<file path="src/rtl/an_res_pkg.sv">
package an_res_pkg;
   localparam int NUM_MODES = 4;
   localparam int MODE_IDX_W = 2;

   // index in the one-hot select, also the rank (higher wins)
   typedef enum logic [MODE_IDX_W-1:0] {
      MODE_10_HALF  = 2'd0,
      MODE_10_FULL  = 2'd1,
      MODE_100_HALF = 2'd2,
      MODE_100_FULL = 2'd3
   } mode_e;

   typedef struct packed {
      logic [NUM_MODES-1:0] sel;
      logic                 valid;
      logic                 none;
   } res_t;

   localparam logic [NUM_MODES-1:0] SEL_DEFAULT = 4'b0001;

   localparam res_t RES_IDLE = '{sel: SEL_DEFAULT, valid: 1'b0, none: 1'b0};
endpackage

</file>
<file path="src/rtl/an_ability_match.sv">
module an_ability_match #(
   parameter int ABIL_W  = 16,
   parameter int POS_10H = 5,
   parameter int POS_10F = 6,
   parameter int POS_TXH = 7,
   parameter int POS_TXF = 8
) (
   input  logic [ABIL_W-1:0]                local_i,
   input  logic [ABIL_W-1:0]                partner_i,
   output logic [an_res_pkg::NUM_MODES-1:0] cand_o
);
   import an_res_pkg::*;

   localparam int POS_TAB [NUM_MODES] = '{POS_10H, POS_10F, POS_TXH, POS_TXF};

   initial begin
      assert (POS_10H < ABIL_W && POS_10F < ABIL_W && POS_TXH < ABIL_W && POS_TXF < ABIL_W)
         else $fatal(1, "ability bit position beyond word width");
   end

   for (genvar m = 0; m < NUM_MODES; m++) begin : g_mode
      assign cand_o[m] = local_i[POS_TAB[m]] & partner_i[POS_TAB[m]];
   end
endmodule

</file>
<file path="src/rtl/an_prio_pick.sv">
module an_prio_pick #(
   parameter int N = 4
) (
   input  logic [N-1:0] req_i,
   output logic [N-1:0] pick_o,
   output logic         none_o
);
   initial begin
      assert (N >= 1) else $fatal(1, "priority picker needs at least one input");
   end

   logic [N:0] taken;
   assign taken[N] = 1'b0;

   // highest index wins
   for (genvar i = N - 1; i >= 0; i--) begin : g_rank
      assign pick_o[i] = req_i[i] & ~taken[i+1];
      assign taken[i]  = taken[i+1] | req_i[i];
   end

   assign none_o = ~taken[0];
endmodule

</file>
<file path="src/rtl/an_forced_decode.sv">
module an_forced_decode (
   input  logic                             speed_i,
   input  logic                             duplex_i,
   output logic [an_res_pkg::NUM_MODES-1:0] sel_o
);
   import an_res_pkg::*;

   logic [MODE_IDX_W-1:0] idx;
   assign idx = {speed_i, duplex_i};

   for (genvar m = 0; m < NUM_MODES; m++) begin : g_dec
      assign sel_o[m] = (idx == MODE_IDX_W'(m));
   end
endmodule

</file>
<file path="src/rtl/an_mode_resolver.sv">
module an_mode_resolver #(
   parameter int ABIL_W   = 16,
   parameter int CTRL_W   = 16,
   parameter int POS_10H  = 5,
   parameter int POS_10F  = 6,
   parameter int POS_TXH  = 7,
   parameter int POS_TXF  = 8,
   parameter int POS_T4   = 9,
   parameter int CTL_AN   = 12,
   parameter int CTL_SPD  = 13,
   parameter int CTL_DUP  = 8
) (
   input  logic              clk_i,
   input  logic              rst_ni,
   input  logic [CTRL_W-1:0] ctrl_i,
   input  logic [ABIL_W-1:0] local_adv_i,
   input  logic [ABIL_W-1:0] partner_abil_i,
   input  logic              an_done_i,
   output logic [3:0]        mode_sel_o,
   output logic              resolved_o,
   output logic              no_common_o
);
   import an_res_pkg::*;

   initial begin
      assert (CTL_AN < CTRL_W && CTL_SPD < CTRL_W && CTL_DUP < CTRL_W)
         else $fatal(1, "control bit position beyond word width");
      assert (POS_T4 < ABIL_W) else $fatal(1, "four-pair bit beyond word width");
      assert (NUM_MODES == 4) else $fatal(1, "mode select width mismatch");
   end

   logic an_en;
   assign an_en = ctrl_i[CTL_AN];

   logic [NUM_MODES-1:0] cand;
   logic [NUM_MODES-1:0] pick;
   logic                 pick_none;
   logic [NUM_MODES-1:0] forced_sel;

   an_ability_match #(
      .ABIL_W (ABIL_W),
      .POS_10H(POS_10H),
      .POS_10F(POS_10F),
      .POS_TXH(POS_TXH),
      .POS_TXF(POS_TXF)
   ) u_match (
      .local_i  (local_adv_i),
      .partner_i(partner_abil_i),
      .cand_o   (cand)
   );

   an_prio_pick #(.N(NUM_MODES)) u_pick (
      .req_i (cand),
      .pick_o(pick),
      .none_o(pick_none)
   );

   an_forced_decode u_force (
      .speed_i (ctrl_i[CTL_SPD]),
      .duplex_i(ctrl_i[CTL_DUP]),
      .sel_o   (forced_sel)
   );

   res_t res_q, res_d;
   logic an_en_q;

   always_comb begin
      res_d = res_q;
      if (!an_en) begin
         res_d = '{sel: forced_sel, valid: 1'b1, none: 1'b0};
      end else if (an_done_i) begin
         res_d.valid = 1'b1;
         res_d.none  = pick_none;
         res_d.sel   = pick_none ? SEL_DEFAULT : pick;
      end else if (!an_en_q) begin
         res_d = RES_IDLE;
      end
   end

   always_ff @(posedge clk_i or negedge rst_ni) begin
      if (!rst_ni) begin
         res_q   <= RES_IDLE;
         an_en_q <= 1'b1;
      end else begin
         res_q   <= res_d;
         an_en_q <= an_en;
      end
   end

   assign mode_sel_o  = res_q.sel;
   assign resolved_o  = res_q.valid;
   assign no_common_o = res_q.none;

   logic unused_bits;
   assign unused_bits = ^{ctrl_i, local_adv_i, partner_abil_i};

   // ---------------- assertions ----------------
   assert_sel_onehot_R10: assert property (@(posedge clk_i) disable iff (!rst_ni)
      $countones(mode_sel_o) == 1);

   assert_forced_valid_R5: assert property (@(posedge clk_i) disable iff (!rst_ni)
      !an_en |=> (resolved_o && !no_common_o));

   assert_forced_fast_R5: assert property (@(posedge clk_i) disable iff (!rst_ni)
      (!an_en && ctrl_i[CTL_SPD] && ctrl_i[CTL_DUP]) |=> (mode_sel_o == 4'b1000));

   assert_an_hold_R6: assert property (@(posedge clk_i) disable iff (!rst_ni)
      (an_en && an_en_q && !an_done_i) |=>
         ($stable(mode_sel_o) && $stable(resolved_o) && $stable(no_common_o)));

   assert_none_default_R7: assert property (@(posedge clk_i) disable iff (!rst_ni)
      no_common_o |-> (mode_sel_o == SEL_DEFAULT && resolved_o));

   assert_t4_only_R3: assert property (@(posedge clk_i) disable iff (!rst_ni)
      (an_en && an_done_i && local_adv_i[POS_T4] && partner_abil_i[POS_T4] && cand == '0)
         |=> no_common_o);

   assert_enter_idle_R9: assert property (@(posedge clk_i) disable iff (!rst_ni)
      (an_en && !an_en_q && !an_done_i) |=> !resolved_o);

   assert_eligible_R1: assert property (@(posedge clk_i) disable iff (!rst_ni)
      (an_en && an_done_i && !(local_adv_i[POS_TXF] && partner_abil_i[POS_TXF]))
         |=> !mode_sel_o[3]);
endmodule

</file>
<file path="config.mk">
export PLATFORM = sky130hd
export DESIGN_NAME = an_mode_resolver
export DESIGN_NICKNAME = d
export VERILOG_FILES = /design/src/rtl/an_res_pkg.sv /design/src/rtl/an_ability_match.sv /design/src/rtl/an_prio_pick.sv /design/src/rtl/an_forced_decode.sv /design/src/rtl/an_mode_resolver.sv
export SDC_FILE = /design/constraint.sdc
export NUM_CORES = 1
export LEC_CHECK = 0
export CORE_AREA = 2 2 52 44
export DETAILED_ROUTE_END_ITERATION = 7
export DIE_AREA = 0 0 54 46
export PLACE_DENSITY = 0.76
export SLEW_MARGIN = 15
export SYNTH_ARGS = -nofsm -noshare
export SYNTH_HDL_FRONTEND = slang
export SYNTH_HIERARCHICAL = 1
export SYNTH_SLANG_ARGS = --single-unit
</file>
<file path="constraint.sdc">
create_clock -name clk_i -period 1.2 [get_ports clk_i]
set_input_delay 0.18 -clock clk_i [delete_from_list [all_inputs] [get_ports clk_i]]
set_output_delay 0.18 -clock clk_i [all_outputs]
set_load 0.1 [all_outputs]
</file>
==> reports/qor.csv, run 1 <==
stage,metric,value,unit
outcome,status,finished with violations,
outcome,violated checks,setup timing,
setup_path,launch point of the worst reg-to-reg path,an_en_q,
sta,f_max,0.813,GHz
layout,ant diodes,0,
min_path,Hold Path Class,in -> async,
setup_path,"delay-heaviest family, CP",flip-flops,
setup_path,Crit path largest cell delay,0.63,ns
synth,Syn. warnings,6,
cts,total CTS buffers,3,
sta,setup ws final,-0.0301,ns
cts,Worst-path clk slew,0.05,ns
sta,clock skew,0.00339,ns
synth,Post-synth top cells,"dfrtp_1, and2_1, a31oi_1, and4bb_1, nand4b_1",
detailed_routing,DRC viols,0,
synth,most common cell in the netlist,dfrtp_1,
setup_path,critical path type,reg -> out,
grt,largest net degree at the start of global routing,12,
synth,Gate Count Post-Synth,44,
detailed_routing,vias per cell,4.47,
sta,final hold vios,0,
placed_design,Final HPWL DP,927,um
synth,"top cells by area, synth","dfrtp_1, dfstp_2, and4bb_1",
setup_path,register-to-register setup slack,0.20,ns
power,Static Leak,0.000383,uW
setup_path,critical path data required time,1.02,ns
grt,antenna violations before repair,0,
floorplan,total I/O pin count,57,
synth,Mapped Avg Cell Area,11.1,um^2
detailed_routing,wire length per cell,13.1,um
setup_path,Critical Path Fanout Max,2,
power,Max IR drop VDD,0.000380,V
run,max cap viols,0,
cts,clk buf depth,2,
synth,Yosys reg bits,7,
setup_path,crit path cell chain,buf_12,
grt,GRT Util Overall,0.114,
sta,Setup-failing EPs final,1,
floorplan,Die Ht,46,um
floorplan,Initial Util,0.242,
layout,final core occ,0.427,
cts,CTS Sinks,7,
setup_path,R2R depth,2,
cts,CTS tree,built,
cts,clk_lat worst skew,0.25,ns
detailed_routing,final antenna-violating net count,0,
setup_path,Critical path origin,mode_sel_o[0],
detailed_routing,Post-Route WL,1230,um
sta,RSZ-0062 raised after global routing,yes,
setup_path,worst reg2reg endpoint,mode_sel_o[1],
cts,CTS root buf,clkbuf_4,
layout,share of cells above drive strength 1,0.478,
grt,Overflow after GRT,0,
grt,first-pass GRT wire length,1900,um
layout,Post-Layout Cell Count,94,
cts,post-CTS setup buffers,0,
sta,final period utilization,1.03,
synth,Netlist cell types,25,
synth,proportion of netlist area held by the largest area contributor,0.255,
placed_design,RePlAce Congestion,0.787,
floorplan,Core Region,2030,um^2
placed_design,I/O Buffers,19,
sta,measured slew at the worst slew-check pin,0.315,ns
floorplan,row cnt,15,
setup_path,CP arrival,1.05,ns
sta,Slew Limit Fails,0,
power,Power Density,955,nW/um^2
floorplan,die area,2480,um^2
grt,vias in the first global route,428,
layout,Synth-to-Final Area Change,76.5,%
setup_path,number of stages on the worst setup path,1,
sta,Final min period,1.23,ns
floorplan,Die X,54,um
setup_path,Crit-path slowest cell,dfstp_4,
setup_path,CP startpoint kind,flop,
synth,"Seq/Total Area, Yosys",0.362,
placed_design,cell count after placement,90,
detailed_routing,Vias,420,
synth,number of synthesized flops with an enable pin,0,
sta,setup TNS,-0.0301,ns
synth,Post-Syn Area,490,um^2
detailed_routing,drt initial violations,2,
layout,Nets,121,
synth,syn_nets,95,
synth,largest area contributor in the netlist,dfrtp_1,
setup_path,Crit. End Element,primary output,
synth,ys flop type,dfrtp_1,
setup_path,buffers and inverters on the worst path,1,
cts,H-Tree Depth,1,
sta,relative slew slack,0.790,
detailed_routing,Pre-antenna DRT Iters,4,
synth,ys async rst share,1.00,
routing by layer:
metal  vias up  part of all wire  wire length (um)  GRT usage
met5         -                 0                 0          0
met4         0                 0                 0     0.0450
met3         0             0.048                59     0.0493
met2        11              0.49               606      0.183
met1       196              0.46               568      0.133
li1        213                 -                 -          -
cells in the final DEF (no fill, tap or decap), types with 2 or more instances in the layout:
cell type        n
buf_4            3
nor2b_1          2
dfrtp_2          4
and4bb_1         3
nand2_1          2
nand2b_2         2
clkbuf_4         3
nand4b_1         3
and2_4           4
buf_12           6
clkdlybuf4s50_1  7
buf_6            2
nand3b_1         2
a31oi_1          3
dlymetal6s2s_1   4
dlygate4sd2_1    2
state kept, by name, summed over array words and instances (netlist names):
| signal | flops |
|---|---|
| an_en_q | 1 |
| no_common_o | 1 |
| resolved_o | 1 |
| mode_sel_o | 4 |
kinds of logic (layout without fill, tap and decap cells):
group           count (synthesis)  in the layout  share of synthesized area
buf+inv                         3             28                     0.0536
simple gates                   29             29                      0.513
flops                           7              7                      0.362
compound gates                  5              5                     0.0714
through the flow:
step	cell area [um^2]	hold slack, ns	power (uW)	setup slack [ns]
final	866	0.188	827	-0.0301
after CTS	842	0.181	832	-0.0423
after global routing	866	0.194	870	-0.0547
after floorplan	499	-0.116	462	0.0268
after global placement	792	0.463	597	-0.310
after detailed placement	792	0.451	603	-0.348
power by group:
group / switching [uW] / total (uW) / internal (uW)
logic: 177 / 331 / 154
registers: 21.4 / 283 / 262
clock network: 85.6 / 212 / 127
total: 284 / 827 / 543
timing repair:
action | CTS | global route
hold endpoints to repair | 0 | 0
hold buffers | 0 | 0
setup endpoints to repair | 6 | 6
resized for setup | 8 | 8
pin swaps | 5 | 5
layout make-up:
type                       count  area [um^2]
clock buffer                   4         26.3
fill                         204         1160
multi-input combinational     34          319
sequential                     7          186
tap                           25         31.3
timing repair buffer          24          303
worst max path at each step:
stage	to	slack [ns]
detailed placement	mode_sel_o[1]	-0.35
finish	mode_sel_o[0]	-0.03
floorplan	resolved_o	0.03
global route	mode_sel_o[0]	-0.05
CTS	mode_sel_o[0]	-0.04
global placement	mode_sel_o[0]	-0.31
No activity file was read; power rests on OpenSTA's default activity.
==> run 2: changes to the inputs <==
--- a/config.mk
+++ b/config.mk
@@ -9,6 +9,7 @@
 export DETAILED_ROUTE_END_ITERATION = 7
 export DIE_AREA = 0 0 54 46
 export PLACE_DENSITY = 0.76
+export REMOVE_ABC_BUFFERS = 1
 export SLEW_MARGIN = 15
 export SYNTH_ARGS = -nofsm -noshare
 export SYNTH_HDL_FRONTEND = slang
==> reports/qor.csv, run 2 (synthesized netlist as in run 1, its figures left out) <==
stage,metric,value,unit,change
detailed_routing,final antenna-violating net count,0,,unchanged
setup_path,Crit path largest cell delay,0.56,ns,was 0.63 ns
cts,CTS tree,built,,unchanged
sta,final period utilization,0.983,,was 1.03
setup_path,Crit. End Element,primary output,,unchanged
grt,first-pass GRT wire length,1970,um,was 1900 um
setup_path,worst reg2reg endpoint,mode_sel_o[3],,was mode_sel_o[1]
power,Switching Power,294,uW,was 284 uW
grt,Overflow after GRT,0,,unchanged
floorplan,Core Region,2030,um^2,unchanged
power,Reg power frac,0.337,,was 0.343
setup_path,critical path type,reg -> out,,unchanged
setup_path,number of stages on the worst setup path,1,,unchanged
detailed_routing,wire length per cell,12.8,um,was 13.1 um
sta,relative slew slack,0.796,,was 0.790
layout,final core occ,0.428,,was 0.427
power,Max IR drop VDD,0.000399,V,was 0.000380 V
detailed_routing,DRC viols,0,,unchanged
placed_design,Final HPWL DP,966,um,was 927 um
floorplan,row cnt,15,,unchanged
cts,hold buffer count at CTS,0,,unchanged
floorplan,die area,2480,um^2,unchanged
cts,clk_lat worst skew,0.26,ns,was 0.25 ns
sta,setup ws final,0.0209,ns,was -0.0301 ns
outcome,status,finished clean,,was finished with violations
sta,Slew Limit Fails,0,,unchanged
min_path,Hold Path Class,in -> async,,unchanged
placed_design,I/O Buffers,19,,unchanged
setup_path,"delay-heaviest family, CP",flip-flops,,unchanged
power,Cell Int Power,536,uW,was 543 uW
layout,number of flip-flops in the largest register,4,,unchanged
setup_path,critical path data required time,1.02,ns,about the same
cts,CTS root buf,clkbuf_4,,unchanged
setup_path,Critical path origin,mode_sel_o[0],,unchanged
detailed_routing,Pre-antenna DRT Iters,4,,unchanged
sta,RSZ-0062 raised after global routing,no,,was yes
cts,Worst-path clk slew,0.06,ns,was 0.05 ns
layout,Nets,124,,was 121
setup_path,CP arrival,1.00,ns,was 1.05 ns
sta,f_max,0.848,GHz,was 0.813 GHz
layout,Synth-to-Final Area Change,76.8,%,was 76.5%
power,Power Density,958,nW/um^2,was 955 nW/um^2
setup_path,buffers and inverters on the worst path,1,,unchanged
layout,ant diodes,0,,unchanged
grt,GRT Util Overall,0.115,,was 0.114
cts,CTS Sinks,7,,unchanged
detailed_routing,Vias,458,,was 420
power,Gate power share,0.401,,about the same
floorplan,Initial Util,0.242,,unchanged
detailed_routing,vias per cell,4.72,,was 4.47
power,clock power share,0.262,,was 0.257
detailed_routing,Post-Route WL,1240,um,was 1230 um
cts,H-Tree Depth,1,,unchanged
cts,total CTS buffers,3,,unchanged
grt,antenna violations before repair,0,,unchanged
setup_path,CP startpoint kind,flop,,unchanged
placed_design,RePlAce Congestion,0.827,,was 0.787
cts,clk buf depth,2,,unchanged
detailed_routing,drt initial violations,16,,was 2
sta,final hold vios,0,,unchanged
setup_path,Crit-path slowest cell,dfstp_2,,was dfstp_4
setup_path,launch point of the worst reg-to-reg path,an_en_q,,unchanged
setup_path,R2R depth,2,,unchanged
grt,vias in the first global route,438,,was 428
grt,largest net degree at the start of global routing,15,,was 12
floorplan,total I/O pin count,57,,unchanged
run,max cap viols,0,,unchanged
sta,measured slew at the worst slew-check pin,0.306,ns,was 0.315 ns
sta,clock skew,0.00913,ns,was 0.00339 ns
floorplan,Die Ht,46,um,unchanged
layout,"commonest non-fill, non-tap cells in the layout","clkdlybuf4s50_1, buf_4, buf_12",,"was clkdlybuf4s50_1, buf_12, dlymetal6s2s_1, dfrtp_2, and2_4"
placed_design,pre-CTS setup slack,-0.378,ns,was -0.348 ns
power,Static Leak,0.000393,uW,was 0.000383 uW
setup_path,Critical Path Fanout Max,2,,unchanged
setup_path,Setup crit end,mode_sel_o[0],,unchanged
sta,Final min period,1.18,ns,was 1.23 ns
setup_path,crit path cell chain,buf_12,,unchanged
power,sw frac,0.355,,was 0.344
floorplan,Die X,54,um,unchanged
sta,Setup-failing EPs final,0,,was 1
setup_path,register-to-register setup slack,0.22,ns,was 0.20 ns
layout,share of cells above drive strength 1,0.444,,was 0.478
-- run 2: changes by cell type in the layout (fill, tap and decap cells not counted), sizes merged --
| cell | previous run | this run |
|---|---|---|
| dlygate4sd2 | 2 | 3 |
| clkinv | 0 | 1 |
| dlymetal6s2s | 4 | 3 |
| buf | 11 | 14 |
| clkbuf | 4 | 3 |
-- run 2: power groups by stage --
stage | sequential [uW] | clock, uW | combinational (uW)
finish | 280 | 218 | 333
floorplan | 383 | 0 | 59.8
detailed placement | 283 | 0 | 321
CTS | 280 | 223 | 328
global route | 282 | 235 | 348
global placement | 284 | 0 | 316
-- run 2: worst min-delay path by stage --
stage                     cells after the start    from  slack [ns]       endpoint
final                                         1  rst_ni        0.17  mode_sel_o[3]
after floorplan                               0  rst_ni       -0.12  mode_sel_o[1]
after detailed placement                      1  rst_ni        0.46  mode_sel_o[3]
after global routing                          1  rst_ni        0.20  mode_sel_o[2]
after CTS                                     1  rst_ni        0.19  mode_sel_o[2]
after global placement                        1  rst_ni        0.46    no_common_o
-- run 2: metal layers --
| metal | vias to the layer above | share of wire | GRT usage |
|---|---|---|---|
| met3 | 0 | 0.058 | 0.0559 |
| met4 | 0 | 0 | 0.0350 |
| met5 | - | 0 | 0 |
| li1 | 218 | - | - |
| met1 | 226 | 0.40 | 0.141 |
| met2 | 14 | 0.54 | 0.178 |
-- run 2: metrics by stage --
stage | hold slack, ns | instances | power [uW] | setup TNS, ns | cell area [um^2]
after floorplan | -0.116 | 41 | 443 | -0.670 | 464
after global placement | 0.459 | 92 | 599 | -1.38 | 798
after detailed placement | 0.461 | 92 | 604 | -1.77 | 798
after CTS | 0.185 | 96 | 831 | 0 | 840
after global routing | 0.198 | 97 | 865 | 0 | 867
final | 0.171 | 97 | 830 | 0 | 867
-- run 2: layout make-up --
| type | instances | area [um^2] |
|---|---|---|
| clock buffer | 3 | 22.5 |
| clock inverter | 1 | 5.00 |
| fill | 200 | 1160 |
| multi-input combinational | 34 | 313 |
| sequential | 7 | 178 |
| tap | 25 | 31.3 |
| timing repair buffer | 27 | 318 |
-- run 2: what timing repair did --
action,CTS,global route
pin swaps,6,5
endpoints found under the setup margin,5,4
setup buffers,0,1
gates resized for setup,7,6
